`config.mk`:
```
export PLATFORM = sky130hd
export DESIGN_NAME = ptimer_top
export DESIGN_NICKNAME = d
export VERILOG_FILES = /design/src/rtl/ptimer_pkg.sv /design/src/rtl/ptimer_sync_edge.sv /design/src/rtl/ptimer_core.sv /design/src/rtl/ptimer_match_ch.sv /design/src/rtl/ptimer_top.sv
export SDC_FILE = /design/constraint.sdc
export NUM_CORES = 1
export LEC_CHECK = 0
export BUFFER_PORTS_ARGS = -buffer_cell sky130_fd_sc_hd__buf_4
export CAP_MARGIN = 25
export CORE_MARGIN = 5
export CORE_UTILIZATION = 40
export DETAILED_ROUTE_END_ITERATION = 10
export PLACE_DENSITY = 0.59
export REMOVE_ABC_BUFFERS = 1
export SLEW_MARGIN = 30
export SYNTH_ARGS = -nofsm -noshare
export SYNTH_HDL_FRONTEND = slang
export SYNTH_SLANG_ARGS = --single-unit
export TNS_END_PERCENT = 50
```
`constraint.sdc`:
```
create_clock -name clk -period 6.23 [get_ports clk]
set_input_delay 1.246 -clock clk [delete_from_list [all_inputs] [get_ports clk]]
set_output_delay 1.246 -clock clk [all_outputs]
set_load 0.05 [all_outputs]
```
`src/rtl/ptimer_pkg.sv`:
```
package ptimer_pkg;

  typedef enum logic [1:0] {
    ACT_NONE   = 2'b00,
    ACT_LOW    = 2'b01,
    ACT_HIGH   = 2'b10,
    ACT_TOGGLE = 2'b11
  } mact_e;

  typedef struct packed {
    mact_e act;
    logic  stop;
    logic  rst;
    logic  irq;
  } mcfg_t;

  typedef struct packed {
    logic irq;
    logic fall;
    logic rise;
  } ccfg_t;

  localparam int MCFG_W = $bits(mcfg_t);
  localparam int CCFG_W = $bits(ccfg_t);

  localparam int A_CTRL    = 0;
  localparam int A_MODE    = 1;
  localparam int A_PRESC   = 2;
  localparam int A_PCNT    = 3;
  localparam int A_COUNT   = 4;
  localparam int A_FLAGS   = 5;
  localparam int A_MCFG    = 6;
  localparam int A_CCFG    = 7;
  localparam int A_MR_BASE = 8;

endpackage

```
`src/rtl/ptimer_sync_edge.sv`:
```
module ptimer_sync_edge #(
  parameter int STAGES = 2
) (
  input  logic clk,
  input  logic rst,
  input  logic din,
  output logic rise,
  output logic fall
);
  localparam int MSB = STAGES - 1;

  logic [MSB:0] sh;
  logic         prev;

  always_ff @(posedge clk) begin
    if (rst) begin
      sh   <= '0;
      prev <= 1'b0;
    end else begin
      sh   <= {sh[MSB-1:0], din};
      prev <= sh[MSB];
    end
  end

  assign rise = sh[MSB] & ~prev;
  assign fall = ~sh[MSB] & prev;
endmodule

```
`src/rtl/ptimer_core.sv`:
```
module ptimer_core #(
  parameter int TW = 32
) (
  input  logic          clk,
  input  logic          rst,
  input  logic          en,
  input  logic          hold,
  input  logic          cnt_mode,
  input  logic          ext_edge,
  input  logic [TW-1:0] presc,
  input  logic          clr_req,
  input  logic          stop_req,
  output logic [TW-1:0] tc,
  output logic [TW-1:0] pc,
  output logic          tick
);
  logic run;
  logic pwrap;

  assign run   = en & ~hold;
  assign pwrap = (pc >= presc);
  assign tick  = run & (cnt_mode ? ext_edge : pwrap);

  always_ff @(posedge clk) begin
    if (rst || hold) begin
      pc <= '0;
      tc <= '0;
    end else if (en) begin
      if (cnt_mode || pwrap) pc <= '0;
      else                   pc <= pc + TW'(1);
      if (tick) begin
        if (clr_req)       tc <= '0;
        else if (!stop_req) tc <= tc + TW'(1);
      end
    end
  end
endmodule

```
`src/rtl/ptimer_match_ch.sv`:
```
module ptimer_match_ch
  import ptimer_pkg::*;
#(
  parameter int TW = 32
) (
  input  logic          clk,
  input  logic          rst,
  input  logic [TW-1:0] tc,
  input  logic          tick,
  input  logic [TW-1:0] mval,
  input  mcfg_t         cfg,
  output logic          hit,
  output logic          mout
);
  assign hit = tick & (tc == mval);

  always_ff @(posedge clk) begin
    if (rst) begin
      mout <= 1'b0;
    end else if (hit) begin
      case (cfg.act)
        ACT_LOW:    mout <= 1'b0;
        ACT_HIGH:   mout <= 1'b1;
        ACT_TOGGLE: mout <= ~mout;
        default:    mout <= mout;
      endcase
    end
  end
endmodule

```
`src/rtl/ptimer_top.sv`:
```
module ptimer_top
  import ptimer_pkg::*;
#(
  parameter int TW      = 32,
  parameter int AW      = 5,
  parameter int NMATCH  = 4,
  parameter int NCAP    = 4,
  parameter int SYNC_ST = 2
) (
  input  logic              clk,
  input  logic              rst,
  input  logic              bus_wr,
  input  logic [AW-1:0]     bus_addr,
  input  logic [TW-1:0]     bus_wdata,
  output logic [TW-1:0]     bus_rdata,
  input  logic              count_in,
  input  logic [NCAP-1:0]   cap_in,
  output logic [NMATCH-1:0] mat_out,
  output logic              irq
);
  localparam int FW        = NMATCH + NCAP;
  localparam int MCFG_BITS = MCFG_W * NMATCH;
  localparam int CCFG_BITS = CCFG_W * NCAP;
  localparam int CR_BASE   = A_MR_BASE + NMATCH;

  logic                 ctrl_en, ctrl_hold;
  logic                 mode_cnt, mode_fall;
  logic [TW-1:0]        presc_q;
  logic [MCFG_BITS-1:0] mcfg_q;
  logic [CCFG_BITS-1:0] ccfg_q;
  logic [TW-1:0]        mr_q [NMATCH];
  logic [TW-1:0]        cr_q [NCAP];
  logic [FW-1:0]        flags_q;
  logic [FW-1:0]        flag_set;
  logic [TW-1:0]        tc, pc;
  logic                 tick;
  logic [NMATCH-1:0]    hit, m_rst, m_stop, m_irq;
  logic [NCAP-1:0]      cap_evt, c_irq;
  logic                 clr_any, stop_any;
  logic                 cnt_rise, cnt_fall;
  logic [TW*NCAP-1:0]   cr_flat;
  logic [TW-1:0]        rd_mux;

  function automatic logic hit_addr(input logic [AW-1:0] a, input int idx);
    return a == AW'(idx);
  endfunction

  // control and configuration registers
  always_ff @(posedge clk) begin
    if (rst) begin
      ctrl_en   <= 1'b0;
      ctrl_hold <= 1'b0;
      mode_cnt  <= 1'b0;
      mode_fall <= 1'b0;
      presc_q   <= '0;
      mcfg_q    <= '0;
      ccfg_q    <= '0;
    end else begin
      if (bus_wr && hit_addr(bus_addr, A_CTRL)) begin
        ctrl_en   <= bus_wdata[0];
        ctrl_hold <= bus_wdata[1];
      end
      if (stop_any) ctrl_en <= 1'b0;
      if (bus_wr && hit_addr(bus_addr, A_MODE)) begin
        mode_cnt  <= bus_wdata[0];
        mode_fall <= bus_wdata[1];
      end
      if (bus_wr && hit_addr(bus_addr, A_PRESC)) presc_q <= bus_wdata;
      if (bus_wr && hit_addr(bus_addr, A_MCFG))  mcfg_q  <= bus_wdata[MCFG_BITS-1:0];
      if (bus_wr && hit_addr(bus_addr, A_CCFG))  ccfg_q  <= bus_wdata[CCFG_BITS-1:0];
    end
  end

  // counter input edge detection
  ptimer_sync_edge #(.STAGES(SYNC_ST)) u_cnt_sync (
    .clk  (clk),
    .rst  (rst),
    .din  (count_in),
    .rise (cnt_rise),
    .fall (cnt_fall)
  );

  ptimer_core #(.TW(TW)) u_core (
    .clk      (clk),
    .rst      (rst),
    .en       (ctrl_en),
    .hold     (ctrl_hold),
    .cnt_mode (mode_cnt),
    .ext_edge (mode_fall ? cnt_fall : cnt_rise),
    .presc    (presc_q),
    .clr_req  (clr_any),
    .stop_req (stop_any),
    .tc       (tc),
    .pc       (pc),
    .tick     (tick)
  );

  // match channels
  for (genvar i = 0; i < NMATCH; i++) begin : g_match
    mcfg_t cfg_i;
    assign cfg_i     = mcfg_t'(mcfg_q[MCFG_W*i +: MCFG_W]);
    assign m_rst[i]  = cfg_i.rst;
    assign m_stop[i] = cfg_i.stop;
    assign m_irq[i]  = cfg_i.irq;

    always_ff @(posedge clk) begin
      if (rst)                                          mr_q[i] <= '0;
      else if (bus_wr && hit_addr(bus_addr, A_MR_BASE + i)) mr_q[i] <= bus_wdata;
    end

    ptimer_match_ch #(.TW(TW)) u_mch (
      .clk  (clk),
      .rst  (rst),
      .tc   (tc),
      .tick (tick),
      .mval (mr_q[i]),
      .cfg  (cfg_i),
      .hit  (hit[i]),
      .mout (mat_out[i])
    );
  end

  assign clr_any  = |(hit & m_rst);
  assign stop_any = |(hit & m_stop);

  // capture channels
  for (genvar j = 0; j < NCAP; j++) begin : g_cap
    ccfg_t cfg_j;
    logic  c_rise, c_fall;
    assign cfg_j = ccfg_t'(ccfg_q[CCFG_W*j +: CCFG_W]);

    ptimer_sync_edge #(.STAGES(SYNC_ST)) u_csync (
      .clk  (clk),
      .rst  (rst),
      .din  (cap_in[j]),
      .rise (c_rise),
      .fall (c_fall)
    );

    assign cap_evt[j] = (c_rise & cfg_j.rise) | (c_fall & cfg_j.fall);
    assign c_irq[j]   = cfg_j.irq;

    always_ff @(posedge clk) begin
      if (rst)             cr_q[j] <= '0;
      else if (cap_evt[j]) cr_q[j] <= tc;
    end

    assign cr_flat[TW*j +: TW] = cr_q[j];
  end

  // interrupt flags, write one to clear, new events win
  assign flag_set = {cap_evt & c_irq, hit & m_irq};

  always_ff @(posedge clk) begin
    if (rst) begin
      flags_q <= '0;
    end else if (bus_wr && hit_addr(bus_addr, A_FLAGS)) begin
      flags_q <= (flags_q & ~bus_wdata[FW-1:0]) | flag_set;
    end else begin
      flags_q <= flags_q | flag_set;
    end
  end

  assign irq = |flags_q;

  // registered read port
  always_comb begin
    rd_mux = '0;
    case (bus_addr)
      AW'(A_CTRL):  rd_mux = TW'({ctrl_hold, ctrl_en});
      AW'(A_MODE):  rd_mux = TW'({mode_fall, mode_cnt});
      AW'(A_PRESC): rd_mux = presc_q;
      AW'(A_PCNT):  rd_mux = pc;
      AW'(A_COUNT): rd_mux = tc;
      AW'(A_FLAGS): rd_mux = TW'(flags_q);
      AW'(A_MCFG):  rd_mux = TW'(mcfg_q);
      AW'(A_CCFG):  rd_mux = TW'(ccfg_q);
      default:      rd_mux = '0;
    endcase
    for (int i = 0; i < NMATCH; i++)
      if (hit_addr(bus_addr, A_MR_BASE + i)) rd_mux = mr_q[i];
    for (int j = 0; j < NCAP; j++)
      if (hit_addr(bus_addr, CR_BASE + j)) rd_mux = cr_q[j];
  end

  always_ff @(posedge clk) begin
    if (rst) bus_rdata <= '0;
    else     bus_rdata <= rd_mux;
  end
endmodule

```
==> out/results.txt <==
Setup TNS Final: 0 ns
Antenna-violating nets left: 0
Area delta synth->final: 12.4%
# nets final: 2187
Status: finished clean
Crit path arrival time: 4.41 ns
H-tree depth: 2
Critical R2R Launch: u_core.pc[27]
Aggregate routed wire length: 72.3 mm
Pwr Density: 270 nW/um2
Cells after synthesis: 2098
Row count: 85
TritonRoute pass-1 iters: 10
Top_reg_cell synth: edfxtp_1
Initial DRC count: 2566
CTS max path bufs: 3
Leak: 8.71 nW
Initial antenna violation count: 2
IO Port Bufs: 81
Max-cap violations: 0
Clock Skews: 0.0185 ns
Post-cts sizing count: 0
Psw: 0.00154 W
DRC: 0
CP startpoint kind: flop
Hold Fails Final Rpt: 0
Detailed-route via count: 16700
Worst-margin pin slew: 1.03 ns
Total CTS buffers: 49
CP Data Required Time: 6.75 ns
Worst Hold Launch: g_cap[1].u_csync.sh[0]
Share of flip-flops with an asynchronous set or reset: 0
Total global routing overflow: 0
Cell area after synthesis: 21600 um2
Worst setup margin: 2.34 ns
Die Ht: 242 um
Tmin final: 3.89 ns
Post-CTS Setup Bufs: 0
Rel. slew slack: 0.313
Diodes inserted: 0
Final slew viol count: 0
Nature of the critical path endpoint: flop
Setup Viol. Count Final: 0
Pin count of the biggest net entering global routing: 56
Total power: 0.00656 W
I/O pin total: 82
Initial Utilization: 0.403
Slowest stage delay, CP: 0.71 ns
Clock insertion delay at the later pin of the skew report: 0.60 ns
Int Pwr: 0.00502 W
Vias in the first global route: 16100
CTS Root Cell: clkbuf_16
Logic gate share of total power: 0.055
Post-Place Setup Slack: 2.13 ns
Share of cells above drive strength 1: 0.114
CP Cell Sequence: ha_1 -> a21oi_1 -> o21ai_0 -> a2111oi_0 -> o22ai_1 -> o21ai_1 -> buf_4 -> a21o_1 -> o21ai_0 -> a21oi_1
RD Place Congestion: 0.935
Worst Setup SP: u_core.pc[27]
Clk pwr share: 0.444
WP buf/inv: 1
Post-Syn Area per Cell: 10.3 um2
Switching Share: 0.235
Die X: 242 um
DP HPWL: 51.0 mm
Routed WL per cell: 25.4 um
Synth cell types: 63
Delay-heaviest family, CP: compound AO/OA/AOI/OAI gates
Crit-path max FO: 32
Synthesis Warnings: 0
CTS tree: yes
First-pass GRT wire length: 107 mm
# hold bufs at CTS: 0
Clock slew at reported path FFs: 0.06 ns
Clock sink count: 447
Vias per Instance: 5.87
RSZ-0062 raised after global routing: no
Sequential share of power: 0.501
Slowest cell on the critical path: a21o_1
Post-synthesis sequential area ratio: 0.532
DIE AREA: 58800 um2
GRT Util Overall: 0.239
Maximum clock frequency: 0.257 GHz
Kind of critical path: flop to flop
Total core area: 53700 um2
Post-synth EDFFs: 256
Final worst-path cycle share: 0.625
Class of the worst hold path: flop to flop
Worst VDD drop: 0.185 mV
#FFs+latches synth: 447
==> cells in the mapped netlist (all sizes together), types with 8 or more instances <==
| library cell | number | area share |
|---|---|---|
| a211oi | 8 | 0.0030 |
| a21bo | 9 | 0.0042 |
| a21oi | 153 | 0.035 |
| a221oi | 11 | 0.0045 |
| a222oi | 38 | 0.018 |
| a22oi | 53 | 0.018 |
| a31oi | 25 | 0.0072 |
| and2 | 260 | 0.075 |
| and3 | 17 | 0.0049 |
| buf | 52 | 0.018 |
| clkbuf | 110 | 0.019 |
| dfxtp | 191 | 0.18 |
| edfxtp | 256 | 0.36 |
| ha | 34 | 0.020 |
| inv | 45 | 0.0078 |
| mux2i | 19 | 0.0088 |
| nand2 | 168 | 0.029 |
| nand3 | 44 | 0.010 |
| nand3b | 14 | 0.0049 |
| nand4 | 43 | 0.013 |
| nor2 | 140 | 0.024 |
| nor2b | 21 | 0.0061 |
| nor3 | 22 | 0.0053 |
| nor4 | 37 | 0.012 |
| o21ai | 56 | 0.013 |
| o22ai | 23 | 0.0067 |
| or3 | 16 | 0.0046 |
| xnor2 | 45 | 0.018 |
| xor2 | 118 | 0.049 |
==> power by group through the flow <==
stage	clock [W]	sequential (W)	combinational [W]
after detailed placement	0	0.00335	0.000358
final	0.00291	0.00329	0.000364
after global placement	0	0.00335	0.000356
after CTS	0.00296	0.00329	0.000359
after global routing	0.00308	0.00330	0.000382
after floorplan	0	0.00336	0.000135
==> worst reg2reg max path, cell delays in order, from the launching register on <==
cell and delay [ns]:
dfxtp_1 0.46, ha_1 0.31, a21oi_1 0.15, o21ai_0 0.12
a2111oi_0 0.53, o22ai_1 0.20, o21ai_1 0.63, buf_4 0.31
a21o_1 0.71, o21ai_0 0.23, a21oi_1 0.16
==> per-layer routing <==
metal  routed length, um  part of all wire  GRT usage
met5                  27           0.00037          0
met2               32100              0.44      0.364
met3                7010             0.097     0.0382
met4                3010             0.042     0.0923
met1               30200              0.42      0.343
==> flip-flops by register name (all words and copies together), names as in the netlist <==
signal              count
mcfg_q                 20
g_cap.u_csync.sh        8
u_core.tc              32
g_match.u_mch.mout      4
ctrl_hold               1
u_core.pc              32
u_cnt_sync.prev         1
ctrl_en                 1
cr_q                  128
ccfg_q                 12
presc_q                32
flags_q                 8
mode_fall               1
bus_rdata              32
u_cnt_sync.sh           2
g_cap.u_csync.prev      4
mr_q                  128
mode_cnt                1
==> through the flow <==
step                area (um2)  cells  hold slack (ns)   util
floorplan                20800   1936            0.414      -
global placement         22700   2752            0.418  0.422
detailed placement       22700   2752            0.431  0.422
CTS                      24300   2844            0.446  0.452
global route             24300   2845            0.462  0.453
finish                   24300   2845            0.438  0.453
==> cell type report <==
type                       instances  area, um2
fill                            5047      29400
sequential                       447      11500
multi-input combinational       1444       9250
clock buffer                      76       1420
timing repair buffer             121        921
tap                              696        871
inverter                          45        169
clock inverter                    16        165
==> cell usage in the layout (no fill, tap or decap), types with 6 or more instances in the layout <==
master	n
xor2_1	115
a21oi_1	153
a21bo_2	9
nand4_1	41
inv_1	45
clkbuf_16	51
nor2b_1	17
a211oi_1	7
buf_4	120
nand2b_1	7
edfxtp_1	256
dfxtp_1	191
or3_1	16
a22oi_1	53
xnor2_1	45
nor4_2	9
a221oi_1	11
and4_1	7
o22ai_1	23
nor2_1	137
mux2i_1	19
and3_1	17
a222oi_1	38
nand2_1	168
nand3_1	44
nand3b_1	14
o21ai_0	53
clkinv_2	6
nor4_1	28
and2_1	259
ha_1	34
clkbuf_1	19
nor3_1	19
o41ai_1	6
a31oi_1	25
==> path summary, 6_finish.rpt <==
path	to	cells past startpoint	slack (ns)
worst min register to register	g_cap[1].u_csync.sh[1]	1	0.44
worst max register to register	u_core.tc[16]	10	2.34
worst min-delay path	g_cap[1].u_csync.sh[1]	1	0.44
worst max-delay path	u_core.tc[16]	10	2.34
==> cell families (layout without fill, tap and decap cells) <==
| family | count (synthesis) | count (layout) | share of synthesized area |
|---|---|---|---|
| buf+inv | 207 | 258 | 0.0448 |
| mux | 19 | 19 | 0.00880 |
| xor+xnor | 163 | 163 | 0.0671 |
| compound gates | 411 | 411 | 0.125 |
| fa+ha+maj | 34 | 34 | 0.0197 |
| flops | 447 | 447 | 0.532 |
| simple gates | 817 | 817 | 0.202 |
Power figures use the tool's default switching activity.
